==> src/rtl/adc_seq_pkg.sv <==
package adc_seq_pkg;
  localparam int CSR_W      = 8;
  localparam int CH_FIELD_W = 3;
  localparam int FLAG_B     = 7;
  localparam int IE_B       = 6;
  localparam int START_B    = 5;
  localparam int RATE_B     = 4;
  localparam int SCAN_B     = 3;

  typedef enum logic {
    SEQ_IDLE = 1'b0,
    SEQ_WAIT = 1'b1
  } seq_state_t;
endpackage

==> src/rtl/adc_csr_regs.sv <==
module adc_csr_regs
  import adc_seq_pkg::*;
#(
  parameter int LAST_W = CH_FIELD_W
) (
  input  logic              clk,
  input  logic              rst,
  input  logic              reg_wr,
  input  logic              reg_rd,
  input  logic [CSR_W-1:0]  wr_data,
  input  logic              round_end,
  input  logic              single_done,
  input  logic              dma_ack,
  output logic [CSR_W-1:0]  csr_rdata,
  output logic              start_o,
  output logic              scan_o,
  output logic [LAST_W-1:0] last_o,
  output logic              irq_o
);
  logic              flag_q, ie_q, start_q, rate_q, scan_q, arm_q;
  logic [LAST_W-1:0] last_q;
  logic              flag_d, ie_d, sw_clr;

  always_comb begin
    sw_clr = reg_wr && !wr_data[FLAG_B] && arm_q;
    if (round_end)
      flag_d = 1'b1;
    else if (sw_clr || dma_ack)
      flag_d = 1'b0;
    else
      flag_d = flag_q;
    ie_d = reg_wr ? wr_data[IE_B] : ie_q;
  end

  always_ff @(posedge clk) begin
    if (rst) begin
      flag_q  <= 1'b0;
      ie_q    <= 1'b0;
      start_q <= 1'b0;
      rate_q  <= 1'b0;
      scan_q  <= 1'b0;
      arm_q   <= 1'b0;
      last_q  <= '0;
      irq_o   <= 1'b0;
    end else begin
      flag_q <= flag_d;
      ie_q   <= ie_d;
      arm_q  <= flag_d && (arm_q || (reg_rd && flag_q));
      irq_o  <= flag_d && ie_d;
      if (reg_wr) begin
        start_q <= wr_data[START_B];
        rate_q  <= wr_data[RATE_B];
        scan_q  <= wr_data[SCAN_B];
        last_q  <= wr_data[LAST_W-1:0];
      end else if (single_done) begin
        start_q <= 1'b0;
      end
    end
  end

  assign csr_rdata = {flag_q, ie_q, start_q, rate_q, scan_q, last_q};
  assign start_o   = start_q;
  assign scan_o    = scan_q;
  assign last_o    = last_q;
endmodule

==> src/rtl/adc_chan_seq.sv <==
module adc_chan_seq
  import adc_seq_pkg::*;
#(
  parameter int CH_W = CH_FIELD_W
) (
  input  logic            clk,
  input  logic            rst,
  input  logic            start,
  input  logic            scan,
  input  logic [CH_W-1:0] last_ch,
  input  logic            conv_done,
  output logic            conv_start,
  output logic [CH_W-1:0] conv_ch,
  output logic            res_we,
  output logic            round_end,
  output logic            single_done
);
  seq_state_t st_q;

  always_comb begin
    res_we      = (st_q == SEQ_WAIT) && conv_done;
    round_end   = res_we && (conv_ch == last_ch);
    single_done = round_end && !scan;
  end

  always_ff @(posedge clk) begin
    if (rst) begin
      st_q       <= SEQ_IDLE;
      conv_start <= 1'b0;
      conv_ch    <= '0;
    end else begin
      conv_start <= 1'b0;
      case (st_q)
        SEQ_IDLE: begin
          if (start) begin
            conv_start <= 1'b1;
            conv_ch    <= '0;
            st_q       <= SEQ_WAIT;
          end
        end
        default: begin
          if (conv_done) begin
            if (single_done || !start) begin
              st_q <= SEQ_IDLE;
            end else begin
              conv_start <= 1'b1;
              conv_ch    <= round_end ? '0 : conv_ch + 1'b1;
            end
          end
        end
      endcase
    end
  end
endmodule

==> src/rtl/adc_result_mem.sv <==
module adc_result_mem #(
  parameter int NUM_CH = 8,
  parameter int RES_W  = 10,
  parameter int DATA_W = 16,
  parameter int CH_W   = $clog2(NUM_CH)
) (
  input  logic              clk,
  input  logic              rst,
  input  logic              we,
  input  logic [CH_W-1:0]   widx,
  input  logic [RES_W-1:0]  wdata,
  input  logic [CH_W-1:0]   rsel,
  output logic [DATA_W-1:0] rdata
);
  localparam int PAD_W = DATA_W - RES_W;

  logic [RES_W-1:0] slot_q [NUM_CH];

  for (genvar g = 0; g < NUM_CH; g++) begin : g_slot
    always_ff @(posedge clk) begin
      if (rst)
        slot_q[g] <= '0;
      else if (we && (widx == CH_W'(g)))
        slot_q[g] <= wdata;
    end
  end

  always_ff @(posedge clk) begin
    if (rst)
      rdata <= '0;
    else
      rdata <= {{PAD_W{1'b0}}, slot_q[rsel]};
  end
endmodule

==> src/rtl/adc_seq_ctrl.sv <==
module adc_seq_ctrl
  import adc_seq_pkg::*;
#(
  parameter int RES_W  = 10,
  parameter int DATA_W = 16
) (
  input  logic                  clk,
  input  logic                  rst,
  input  logic                  reg_wr,
  input  logic                  reg_rd,
  input  logic [CSR_W-1:0]      wr_data,
  output logic [CSR_W-1:0]      csr_rdata,
  input  logic [CH_FIELD_W-1:0] res_sel,
  output logic [DATA_W-1:0]     res_rdata,
  output logic                  conv_start,
  output logic [CH_FIELD_W-1:0] conv_ch,
  input  logic                  conv_done,
  input  logic [RES_W-1:0]      conv_result,
  input  logic                  dma_ack,
  output logic                  irq
);
  localparam int CH_W   = CH_FIELD_W;
  localparam int NUM_CH = 1 << CH_W;

  logic            start_w, scan_w, res_we, round_end, single_done;
  logic [CH_W-1:0] last_w;

  adc_csr_regs #(.LAST_W(CH_W)) u_csr (
    .clk(clk), .rst(rst), .reg_wr(reg_wr), .reg_rd(reg_rd), .wr_data(wr_data),
    .round_end(round_end), .single_done(single_done), .dma_ack(dma_ack),
    .csr_rdata(csr_rdata), .start_o(start_w), .scan_o(scan_w), .last_o(last_w),
    .irq_o(irq)
  );

  adc_chan_seq #(.CH_W(CH_W)) u_seq (
    .clk(clk), .rst(rst), .start(start_w), .scan(scan_w), .last_ch(last_w),
    .conv_done(conv_done), .conv_start(conv_start), .conv_ch(conv_ch),
    .res_we(res_we), .round_end(round_end), .single_done(single_done)
  );

  adc_result_mem #(.NUM_CH(NUM_CH), .RES_W(RES_W), .DATA_W(DATA_W), .CH_W(CH_W)) u_mem (
    .clk(clk), .rst(rst), .we(res_we), .widx(conv_ch), .wdata(conv_result),
    .rsel(res_sel), .rdata(res_rdata)
  );
endmodule

==> config.mk <==
export PLATFORM = sky130hd
export DESIGN_NAME = adc_seq_ctrl
export DESIGN_NICKNAME = d
export VERILOG_FILES = /design/src/rtl/adc_seq_pkg.sv /design/src/rtl/adc_csr_regs.sv /design/src/rtl/adc_chan_seq.sv /design/src/rtl/adc_result_mem.sv /design/src/rtl/adc_seq_ctrl.sv
export SDC_FILE = /design/constraint.sdc
export NUM_CORES = 1
export LEC_CHECK = 0
export ABC_AREA = 0
export CORE_ASPECT_RATIO = 1.4
export CORE_MARGIN = 2
export CORE_UTILIZATION = 40
export CTS_CLUSTER_SIZE = 20
export DETAILED_ROUTE_END_ITERATION = 10
export SLEW_MARGIN = 10
export SYNTH_ARGS = -nofsm -noshare
export SYNTH_HDL_FRONTEND = slang
export SYNTH_HIERARCHICAL = 1
export SYNTH_SLANG_ARGS = --single-unit
==> constraint.sdc <==
create_clock -name clk -period 2.6 [get_ports clk]
set_clock_uncertainty 0.05 [all_clocks]
set_input_delay 0.52 -clock clk [delete_from_list [all_inputs] [get_ports clk]]
set_output_delay 0.52 -clock clk [all_outputs]
set_load 0.01 [all_outputs]
==> results.py <==
metrics = {
    "synth": {
        "ys_types": 41,
        "syn_inst": 318,
        "yosysWarnings": 6,
        "netlist_area_mm2": 0.00472,
        "yosysTopAreaCell": "edfxtp_1",
        "async_flop_share_pct": 0,
        "synth_area_leaders": "edfxtp_1 (51%), and2_1 (11%), dfxtp_1 (11%)",
        "syn_avg_cell_area_um2": 14.8,
        "synth.ff_latch_count": 105,
        "ys_seq_area_share_pct": 61.5,
        "ys_top_cells_by_count": "and2_1 (81), edfxtp_1 (80), dfxtp_1 (25)",
        "synth_ff_type": "edfxtp_1",
        "synth_most_common_cell": "and2_1",
        "synth_edf_count": 80,
        "yosysTopAreaCellShare_pct": 50.9,
    },
    "power": {
        "ir_worst_vdd_v": 0.000323,
        "seq_power_share_pct": 54.0,
        "clockPowerShare_pct": 38.0,
        "intPower_uw": 2750,
        "leakagePower_uw": 0.00212,
        "power.density_mw_per_mm2": 616,
        "switchingPower_uw": 744,
        "pwr-share-comb_pct": 8.1,
        "swShare_pct": 21.3,
    },
    "route": {
        "ant_nets": 0,
        "drt-total-wl_mm": 10.1,
        "vias": 2667,
        "drtIter0Drc": 91,
        "post_drt_wl_per_cell_um": 19.2,
        "via_per_inst": 5.06,
        "first_pass_iters": 4,
        "drc_errors": 0,
    },
    "global_routing": {
        "grt_pass1_wl_mm": 16.1,
        "grt_antenna_before_repair": 0,
        "grt_pass1_vias": 2818,
        "gr-usage-all-layers_pct": 17.7,
        "grt_max_degree": 21,
        "grt_use_met1_pct": 21.7,
        "grt.met2_usage_pct": 30.3,
        "grt-busiest-layer": "met2",
        "global_route.usage.met3_pct": 4.16,
        "grt_remaining_overflow": 0,
    },
    "floorplan": {
        "start_util_pct": 41.4,
        "dieArea_mm2": 0.0127,
        "fp-row-count": 46,
        "die_w_um": 95.8,
        "core_mm2": 0.0114,
        "die_h_um": 132,
        "boundaryPins": 56,
    },
    "worst_setup_path": {
        "required_ns": 2.03,
        "cp_cell_sequence": "clkdlybuf4s50_1",
        "path_max_fanout": 12,
        "slowest_stage": "dfxtp_1",
        "worstPathArrival_ns": 1.65,
        "slowest_delay_ns": 0.65,
        "cp.depth": 1,
        "reg2reg_setup_slack_ns": 0.64,
        "path_delay_family": "flip-flops",
        "critPathCaptureType": "output pin",
        "r2r.worst_path.cells": 5,
        "worstSetupPathType": "reg -> out",
        "crit_buf_inv": 1,
        "r2r_end": "u_csr/arm_q",
        "crit_path_start": "u_seq/conv_ch[0]",
        "timing.rr.start": "u_seq/conv_ch[0]",
        "endpoint": "conv_ch[0]",
        "cp-start-kind": "register",
    },
    "clock_network": {
        "tritoncts": "done",
        "cts.sinks": 105,
        "cts_buffers": 9,
        "clockBufferDepth": 2,
        "htreeDepth": 3,
        "worst_skew_pair.late_latency_ns": 0.35,
        "postCtsSetupRepairBufs": 0,
        "cts-root-buf": "clkbuf_16",
        "cts.clk_slew.worst_paths_ns": 0.07,
        "cts_hold_buf": 0,
        "cts_resized": 0,
    },
    "timing": {
        "finalHoldViolations": 0,
        "worst_slew_pin_slew_ns": 0.527,
        "final.min_clock_period_ns": 2.22,
        "slew_viol_final": 0,
        "rsz0062_at_grt": "false",
        "fmax_ghz": 0.450,
        "min_period_over_period_pct": 85.5,
        "max-slew-margin-rel_pct": 64.8,
        "tns_ns": 0,
        "setup_viol": 0,
        "layout_setup_ws_ns": 0.376,
    },
    "placement": {
        "dpl.hpwl_mm": 7.19,
        "place_inst": 511,
        "place.gp.congestion": 0.741,
        "io_buffers": 49,
        "place_ws_ns": 0.192,
    },
    "layout": {
        "final_nets": 406,
        "diodes": 0,
        "layout-drive-gt1-share_pct": 14.6,
        "instances_no_fill": 527,
        "fill_cells": 996,
        "syn_to_final_growth_pct": 20.3,
    },
    "run": {
        "maxCapViolCount": 0,
    },
    "worst_hold_path": {
        "hold_path_class": "reg -> reg",
        "min_path_cells": 2,
    },
    "status": {
        "status": "finished clean",
    },
}
[layout by cell type, fill, tap and decap left out, drive strengths merged, types with 6 or more instances in the layout]
master	instances
dfxtp	25
o21ai	7
buf	17
nor2	23
mux4	20
conb	6
edfxtp	80
and2	81
clkdlybuf4s50	49
clkbuf	11
mux2i	16
[routing by layer]
layer | vias to the layer above | share of wire [%]
li1 | 1270 | -
met1 | 1320 | 41
met2 | 66 | 54
met3 | 11 | 3.9
met4 | 0 | 1.6
met5 | - | 0
[worst min path at each step]
stage,start,endpoint,slack (ns)
floorplan,u_csr/rate_q,u_csr/rate_q,0.41
global placement,u_csr/rate_q,u_csr/rate_q,0.44
detailed placement,u_csr/rate_q,u_csr/rate_q,0.47
CTS,u_csr/rate_q,u_csr/rate_q,0.49
global route,u_csr/start_o,u_seq/conv_ch[1],0.52
finish,u_csr/rate_q,u_csr/rate_q,0.48
[sequential cells by signal, indices dropped and copies added, names as in the netlist]
signal / count
u_csr/last_o: 3
u_csr/scan_o: 1
u_csr/start_o: 1
u_mem/rdata: 10
u_csr/arm_q: 1
u_seq/conv_ch: 3
u_mem/slot_q: 80
u_seq/conv_start: 1
u_csr/ie_q: 1
u_seq/st_q: 1
u_csr/rate_q: 1
u_csr/flag_q: 1
u_csr/irq_o: 1
[stage by stage]
step | total power (uW) | instance area (um2) | hold slack [ns] | utilization, %
after global placement | 2210 | 5390 | 0.441 | 47.3
final | 3500 | 5670 | 0.477 | 49.8
after detailed placement | 2210 | 5390 | 0.475 | 47.3
after floorplan | 2070 | 4740 | 0.412 | -
after CTS | 3540 | 5670 | 0.492 | 49.8
after global routing | 3640 | 5670 | 0.523 | 49.8
[power groups by stage]
stage	registers [uW]	clock network (uW)	logic (uW)
2_1_floorplan	1920	0	150
3_3_place_gp	1920	0	281
3_5_place_dp	1930	0	287
4_1_cts	1890	1360	288
5_1_grt	1890	1440	305
6_report	1890	1330	282
[cell type report]
class,instances,area [um2],share of cell area (%)
Clock inverter,5,56.3,0.992
Sequential cell,105,2900,51.2
Clock buffer,11,233,4.10
Inverter,4,15.0,0.265
Multi-Input combinational cell,192,1660,29.2
Timing Repair Buffer,66,631,11.1
Tap cell,144,180,3.18
[kinds of logic after synthesis]
kind of cell / synth area share (%)
buffers and inverters: 3.85
DFF: 61.5
other: 0.0795
and+or+nand+nor: 16.8
adders and majority gates: 0.265
xor gates and xnor gates: 0.557
muxes: 14.0
AOI/OAI and AO/OA: 2.94
Power figures use the tool's default switching activity.
